File: src/rtl/dac_seg_pkg.sv
package dac_seg_pkg;
    localparam int DEF_CODE_W = 12;
    localparam int DEF_SEG_BITS = 2;
    localparam int DEF_REF_W = 16;

    typedef enum logic {
        MODE_UNIPOLAR = 1'b0,
        MODE_BIPOLAR  = 1'b1
    } dac_mode_e;
endpackage

File: src/rtl/dac_seg_thermo.sv
module dac_seg_thermo #(
    parameter int SEG_BITS = 2,
    localparam int SEG_N = (1 << SEG_BITS) - 1
) (
    input  logic [SEG_BITS-1:0] msb_i,
    output logic [SEG_N-1:0]    seg_o
);
    for (genvar gi = 0; gi < SEG_N; gi++) begin : g_seg
        // segment gi closes once the MSB count exceeds its index
        assign seg_o[gi] = (msb_i > SEG_BITS'(gi));
    end
endmodule

File: src/rtl/dac_seg_ideal.sv
module dac_seg_ideal
    import dac_seg_pkg::*;
#(
    parameter int CODE_W = 12,
    parameter int REF_W = 16,
    localparam int OUT_W = REF_W + 1,
    localparam int PROD_W = REF_W + CODE_W + 1
) (
    input  logic [CODE_W-1:0]       code_i,
    input  dac_mode_e               mode_i,
    input  logic signed [REF_W-1:0] ref_i,
    output logic signed [OUT_W-1:0] ideal_o
);
    localparam logic signed [CODE_W:0] MID_CODE = (CODE_W + 1)'(1 << (CODE_W - 1));

    logic signed [CODE_W:0]   code_s;
    logic signed [CODE_W:0]   factor;
    logic signed [PROD_W-1:0] factor_x;
    logic signed [PROD_W-1:0] ref_x;
    logic signed [PROD_W-1:0] prod;
    logic signed [PROD_W-1:0] scaled;

    always_comb begin
        code_s = {1'b0, code_i};
        // bipolar: offset from mid-code; unipolar: negated code
        factor = (mode_i == MODE_BIPOLAR) ? (code_s - MID_CODE) : -code_s;
        factor_x = PROD_W'(factor);
        ref_x = PROD_W'(ref_i);
        prod = factor_x * ref_x;
        // arithmetic shift floors toward negative infinity
        scaled = (mode_i == MODE_BIPOLAR) ? (prod >>> (CODE_W - 1)) : (prod >>> CODE_W);
        ideal_o = scaled[OUT_W-1:0];
    end
endmodule

File: src/rtl/dac_seg_decoder.sv
module dac_seg_decoder
    import dac_seg_pkg::*;
#(
    parameter int CODE_W = DEF_CODE_W,
    parameter int SEG_BITS = DEF_SEG_BITS,
    parameter int REF_W = DEF_REF_W,
    localparam int SEG_N = (1 << SEG_BITS) - 1,
    localparam int LAD_W = CODE_W - SEG_BITS,
    localparam int OUT_W = REF_W + 1
) (
    input  logic                    clk,
    input  logic                    rst_n,
    input  logic [CODE_W-1:0]       code_i,
    input  logic                    bipolar_i,
    input  logic signed [REF_W-1:0] ref_i,
    output logic [SEG_N-1:0]        seg_o,
    output logic [LAD_W-1:0]        ladder_o,
    output logic signed [OUT_W-1:0] ideal_o
);
    typedef struct packed {
        logic [SEG_N-1:0]        seg;
        logic [LAD_W-1:0]        ladder;
        logic signed [OUT_W-1:0] ideal;
    } dec_state_t;

    dec_state_t state_d;
    dec_state_t state_q;

    logic [SEG_N-1:0]        seg_w;
    logic signed [OUT_W-1:0] ideal_w;
    dac_mode_e               mode_w;

    assign mode_w = bipolar_i ? MODE_BIPOLAR : MODE_UNIPOLAR;

    dac_seg_thermo #(
        .SEG_BITS(SEG_BITS)
    ) u_thermo (
        .msb_i(code_i[CODE_W-1 -: SEG_BITS]),
        .seg_o(seg_w)
    );

    dac_seg_ideal #(
        .CODE_W(CODE_W),
        .REF_W (REF_W)
    ) u_ideal (
        .code_i (code_i),
        .mode_i (mode_w),
        .ref_i  (ref_i),
        .ideal_o(ideal_w)
    );

    always_comb begin
        state_d = state_q;
        state_d.seg = seg_w;
        state_d.ladder = code_i[LAD_W-1:0];
        state_d.ideal = ideal_w;
    end

    always_ff @(posedge clk or negedge rst_n) begin
        if (!rst_n) begin
            state_q <= '0;
        end else begin
            state_q <= state_d;
        end
    end

    assign seg_o = state_q.seg;
    assign ladder_o = state_q.ladder;
    assign ideal_o = state_q.ideal;
endmodule

File: config.mk
export PLATFORM = sky130hd
export DESIGN_NAME = dac_seg_decoder
export DESIGN_NICKNAME = d
export VERILOG_FILES = /design/src/rtl/dac_seg_pkg.sv /design/src/rtl/dac_seg_thermo.sv /design/src/rtl/dac_seg_ideal.sv /design/src/rtl/dac_seg_decoder.sv
export SDC_FILE = /design/constraint.sdc
export NUM_CORES = 1
export LEC_CHECK = 0
export BUFFER_PORTS_ARGS = -buffer_cell sky130_fd_sc_hd__buf_2
export CORE_ASPECT_RATIO = 1.2
export CORE_MARGIN = 1
export CORE_UTILIZATION = 60
export DETAILED_ROUTE_END_ITERATION = 8
export PLACE_DENSITY = 0.79
export SKIP_CTS_REPAIR_TIMING = 1
export SYNTH_ARGS = -nofsm -noshare
export SYNTH_HDL_FRONTEND = slang
export SYNTH_SLANG_ARGS = --single-unit
File: constraint.sdc
create_clock -name clk -period 0.82 [get_ports clk]
set_input_delay 0.082 -clock clk [delete_from_list [all_inputs] [get_ports clk]]
set_output_delay 0.082 -clock clk [all_outputs]
set_load 0.01 [all_outputs]
; After elaboration in Yosys (flattened, before gate mapping)
; Index checks and enable logic that the tools add are counted.
[classes]
reduce_logical = 0
addsub = 2
n_shift = 0
mux = 3
bitwise = 0
div_mod_pow = 0
n_lt_le_gt_ge = 3
eq_ne = 0
mul = 1
[ops]
columns = op, count
row1 = 13-bit by 16-bit multiplier with 29-bit output, 1
row2 = 17-bit 2-to-1 mux, 1
row3 = 13-bit 2-to-1 mux, 1
row4 = 12-bit negator with 13-bit output, 1
row5 = 12-bit by 12-bit subtractor with 13-bit output (second input constant), 1
row6 = 2-bit by 1-bit greater-than comparator with 1-bit output (second input constant), 2
row7 = 2-bit greater-than comparator (second input constant), 1
row8 = 1-bit 2-to-1 mux, 1
[totals]
ff_bits = 30
latchBits = 0
output_inout_bits = 30
mem_bits_ro = 0
ram_bits = 0
in_bits = 31
memories = 0
elab_cells = 12

; Logic depth before layout (Yosys ltp)
[logic_depth]
word_depth = 4
mapped_depth = 28
depth_no_buf = 26

; Cells and area by module
; From an unflattened synthesis, not the netlist that was laid out.
[hier_totals]
cells_unflattened = 894
area_unflattened_um2 = 8495.6
[modules_own_cells]
columns = mod, area_each_um2, instances, cells_each, seq_area_each_um2
row1 = dac_seg_ideal, 7727.4, 1, 861, 0.0
row2 = dac_seg_decoder, 750.7, 1, 30, 750.7
row3 = dac_seg_thermo, 17.5, 1, 3, 0.0

; Worst setup path after synthesis
; Ideal clock, no wire load.
[synth_path]
path_kind = input to register
from = in code_i[0]
to = reg state_q (netlist bit ideal_o[11])
arrival_time_ns = 6.487
required_ns = 0.693
n_path_buf = 2
path_slack_ns = -5.794
setup_ns = 0.127
path_stages = 26
cell_sequence = clkbuf_1 inv_1 ha_1 nor2b_1 a21oi_1 xor2_1 clkbuf_1 nand2_1 fa_1 fa_1 inv_1 fa_1 fa_1 fa_1 inv_1 fa_1 inv_1 ha_1 o21ai_0 nor4bb_1 a211oi_1 o31a_1 o21ai_2 or3_1 a21oi_1 nor4_1
[synth_via]
elab_chain_cells = 4
word_cells_on_any_way = 5
cone_classes = add/sub: 2 / mul: 1 / mux: 2
[synth_rtl]
columns = element, line
row1 = "start, declared", dac_seg_decoder.sv:13  ; input logic [CODE_W-1:0] code_i,
row2 = 12-bit negator with 13-bit output or 12-bit by 12-bit subtractor with 13-bit output (tied branches), dac_seg_ideal.sv:26  ; factor = (mode_i == MODE_BIPOLAR) ? (code_s - MID_CODE) : -code_s;
row3 = 13-bit 2-to-1 mux *, dac_seg_ideal.sv:26
row4 = 13-bit by 16-bit multiplier with 29-bit output *, dac_seg_ideal.sv:29  ; prod = factor_x * ref_x;
row5 = 17-bit 2-to-1 mux *, dac_seg_ideal.sv:31  ; scaled = (mode_i == MODE_BIPOLAR) ? (prod >>> (CODE_W - 1)) : (prod >>> CODE_W);
row6 = named net ideal_w[11], dac_seg_decoder.sv:30  ; logic signed [OUT_W-1:0] ideal_w;
row7 = "end signal, assigned", dac_seg_decoder.sv:63  ; state_q <= state_d;
row8 = "end, declared", dac_seg_decoder.sv:27  ; dec_state_t state_q;
; Mark *: on every way through the listed nets, which the timed path passes. The rest lies on a longest branch.

; Worst setup path in the final report
[layout_path]
from = in code_i[3]
to = reg state_q (netlist bit ideal_o[11])
; Same word-level chain as after synthesis.

==> flow_summary.ini <==
[sta]
period_minus_slack_ns = 6.170
fin_crit_sh_pct = 752.4
worst_slew_pin_slew_ns = 0.5718
rsz0062_at_grt = true
slew_headroom_pct = 61.60
hold_viol_final = 0
setup_slack_ns = -5.350
fmax_ghz = 0.1621
setup_viol_count_final = 47
slew_violations = 0

[critical_path]
crit_path_end_kind = flop
crit_required_ns = 0.97
startpoint_type = input pin
worst_ep_arrival_time_ns = 6.32
crit_type = input pin to flop
crit_fanout = 8

[detailed_routing]
wirelength_um = 28500
dr.pass1.iters = 7
ant_nets = 0
route.detailed.drc = 2
vias = 7793
vias_per_cell = 6.008
wl_per_cell_um = 21.98
drt_iter0_markers = 735

[yosys]
ys_seq_area_share_pct = 8.677
synth_fp_nets = 1210
async_flop_share_pct = 100.0
synth_enable_flop_cells = 0
yosys.area.top_type = fa_1
synth_cells = 916
avgSynthCellArea_um2 = 9.445
synth_cell_types = 54
synth_top_area_share_pct = 44.89
synthTopCellsByArea = fa_1 45%, ha_1 10%, dfrtp_1 8.7%
netlist_area_mm2 = 0.008652
synthFlopType = dfrtp_1
yosysWarningCount = 0
ys_ff_latch = 30

[finish]
final_util_pct = 81.96
syn_to_final_growth_pct = 32.02
most-common-layout-cells = 182 x fa_1, 169 x inv_1, 158 x buf_4, 119 x nand2_1, 62 x and2_1
mostFrequentLayoutCell = fa_1
drive_gt1_share_pct = 32.50
fill_cells = 702
n_antenna_cell = 0
fin_area_mm2 = 0.01142
num-nets-final = 1419

[clock_network]
cts_buffers = 5
root_buffer = clkbuf_16
cts_tree = yes
clk_path_buf_depth = 2
htree_levels = 2
clk_pin_slew_ns = 0.05
cts_sinks = 30

[grt]
grt_first_pass_wirelength_um = 37560
grt_overflow_total = 0
grt_usage_pct = 32.92
grt_antenna_before_repair = 0
grt_pass1_vias = 8038
grt_max_degree = 31

[status]
status = finished, violations left
violations = design-rule violations, negative setup slack

[die]
rows = 47
ios = 61
die_w_um = 111.6
start_util_pct = 62.08
core_mm2 = 0.01394
die_h_um = 133.5
design.die.area_mm2 = 0.01491

[hold_path]
min_path_type = input pin to flop

[place]
io_buffer_count = 60
hpwl_um = 19790
postPlaceCellArea_mm2 = 0.01049
place.gp.congestion = 0.9387

[job]
maxCapViolations = 0
==> area by class of cell <==
class,count,area [um2],area share (%)
multi-input combinational,665,7782,68.13
timing repair buffer,243,1849,16.19
sequential,30,750.7,6.572
inverter,180,678.2,5.937
tap,171,214.0,1.873
clock buffer,7,142.6,1.249
clock inverter,1,5.005,0.04382
==> layer usage <==
layer  share of wire [%]  track usage [%]  vias up
li1                    -                -     3199
met1                  32            35.31     3875
met2                  53            62.32      519
met3                 7.2            3.776      200
met4                 8.5            18.62        0
met5                   0                0        -
==> Yosys cell counts, drive strengths merged, types with 6 or more instances <==
master	count
mux2i	6
xor2	14
o21ai	16
nor3	9
nor2	35
a21o	9
nor2b	15
fa	194
clkbuf	41
inv	180
and2	65
dfrtp	30
nand3	6
xnor2	21
ha	69
a21oi	28
nand2	125
==> cell families after synthesis <==
group	synth area share, %
DFF	8.677
AOI/OAI and AO/OA	6.812
adders and majority gates	54.87
muxes	1.128
xor gates and xnor gates	3.543
and+or+nand+nor	15.39
buffers and inverters	9.588
==> worst paths after layout <==
path	startpoint	endpoint	slack [ns]	cells after the start
setup / recovery	code_i[3]	ideal_o[11]	-5.35	25
hold / removal	code_i[7]	ladder_o[7]	0.03	1
max in group asynchronous	rst_n	ideal_o[10]	0.34	3
min in group asynchronous	rst_n	ladder_o[5]	0.32	3
==> stage by stage <==
step	worst slack, ns	setup TNS, ns	hold slack [ns]	cells
after CTS	-5.292	-86.98	-0.2402	1278
after global placement	-5.321	-87.64	0.03989	1270
after global routing	-5.496	-91.84	0.02503	1297
after detailed placement	-5.471	-89.97	0.04319	1270
final	-5.350	-88.24	0.03006	1297
after floorplan	-5.043	-81.75	-0.2136	916
==> critical path, stage by stage <==
cell	delay (ns)
buf_8	0.10
nor3_4	0.20
nand2_2	0.12
nor3_2	0.25
a21oi_2	0.12
xor2_2	0.23
buf_4	0.23
buf_4	0.13
nand2_1	0.06
fa_1	0.47
inv_1	0.06
fa_1	0.57
fa_2	0.50
fa_1	0.57
fa_1	0.47
ha_4	0.31
ha_4	0.21
and3_2	0.26
nor4bb_4	0.17
a211oi_4	0.24
o31a_1	0.27
o21ai_2	0.10
or3_1	0.36
a21oi_2	0.15
nor4_1	0.07
==> registers in the layout (all words and copies together) (netlist names) <==
| register | count |
|---|---|
| ideal_o | 17 |
| seg_o | 3 |
| ladder_o | 10 |
Power is left out: the tool's default activity adds up to more than one toggle a clock period on the data nets, which glitch-free logic cannot reach.
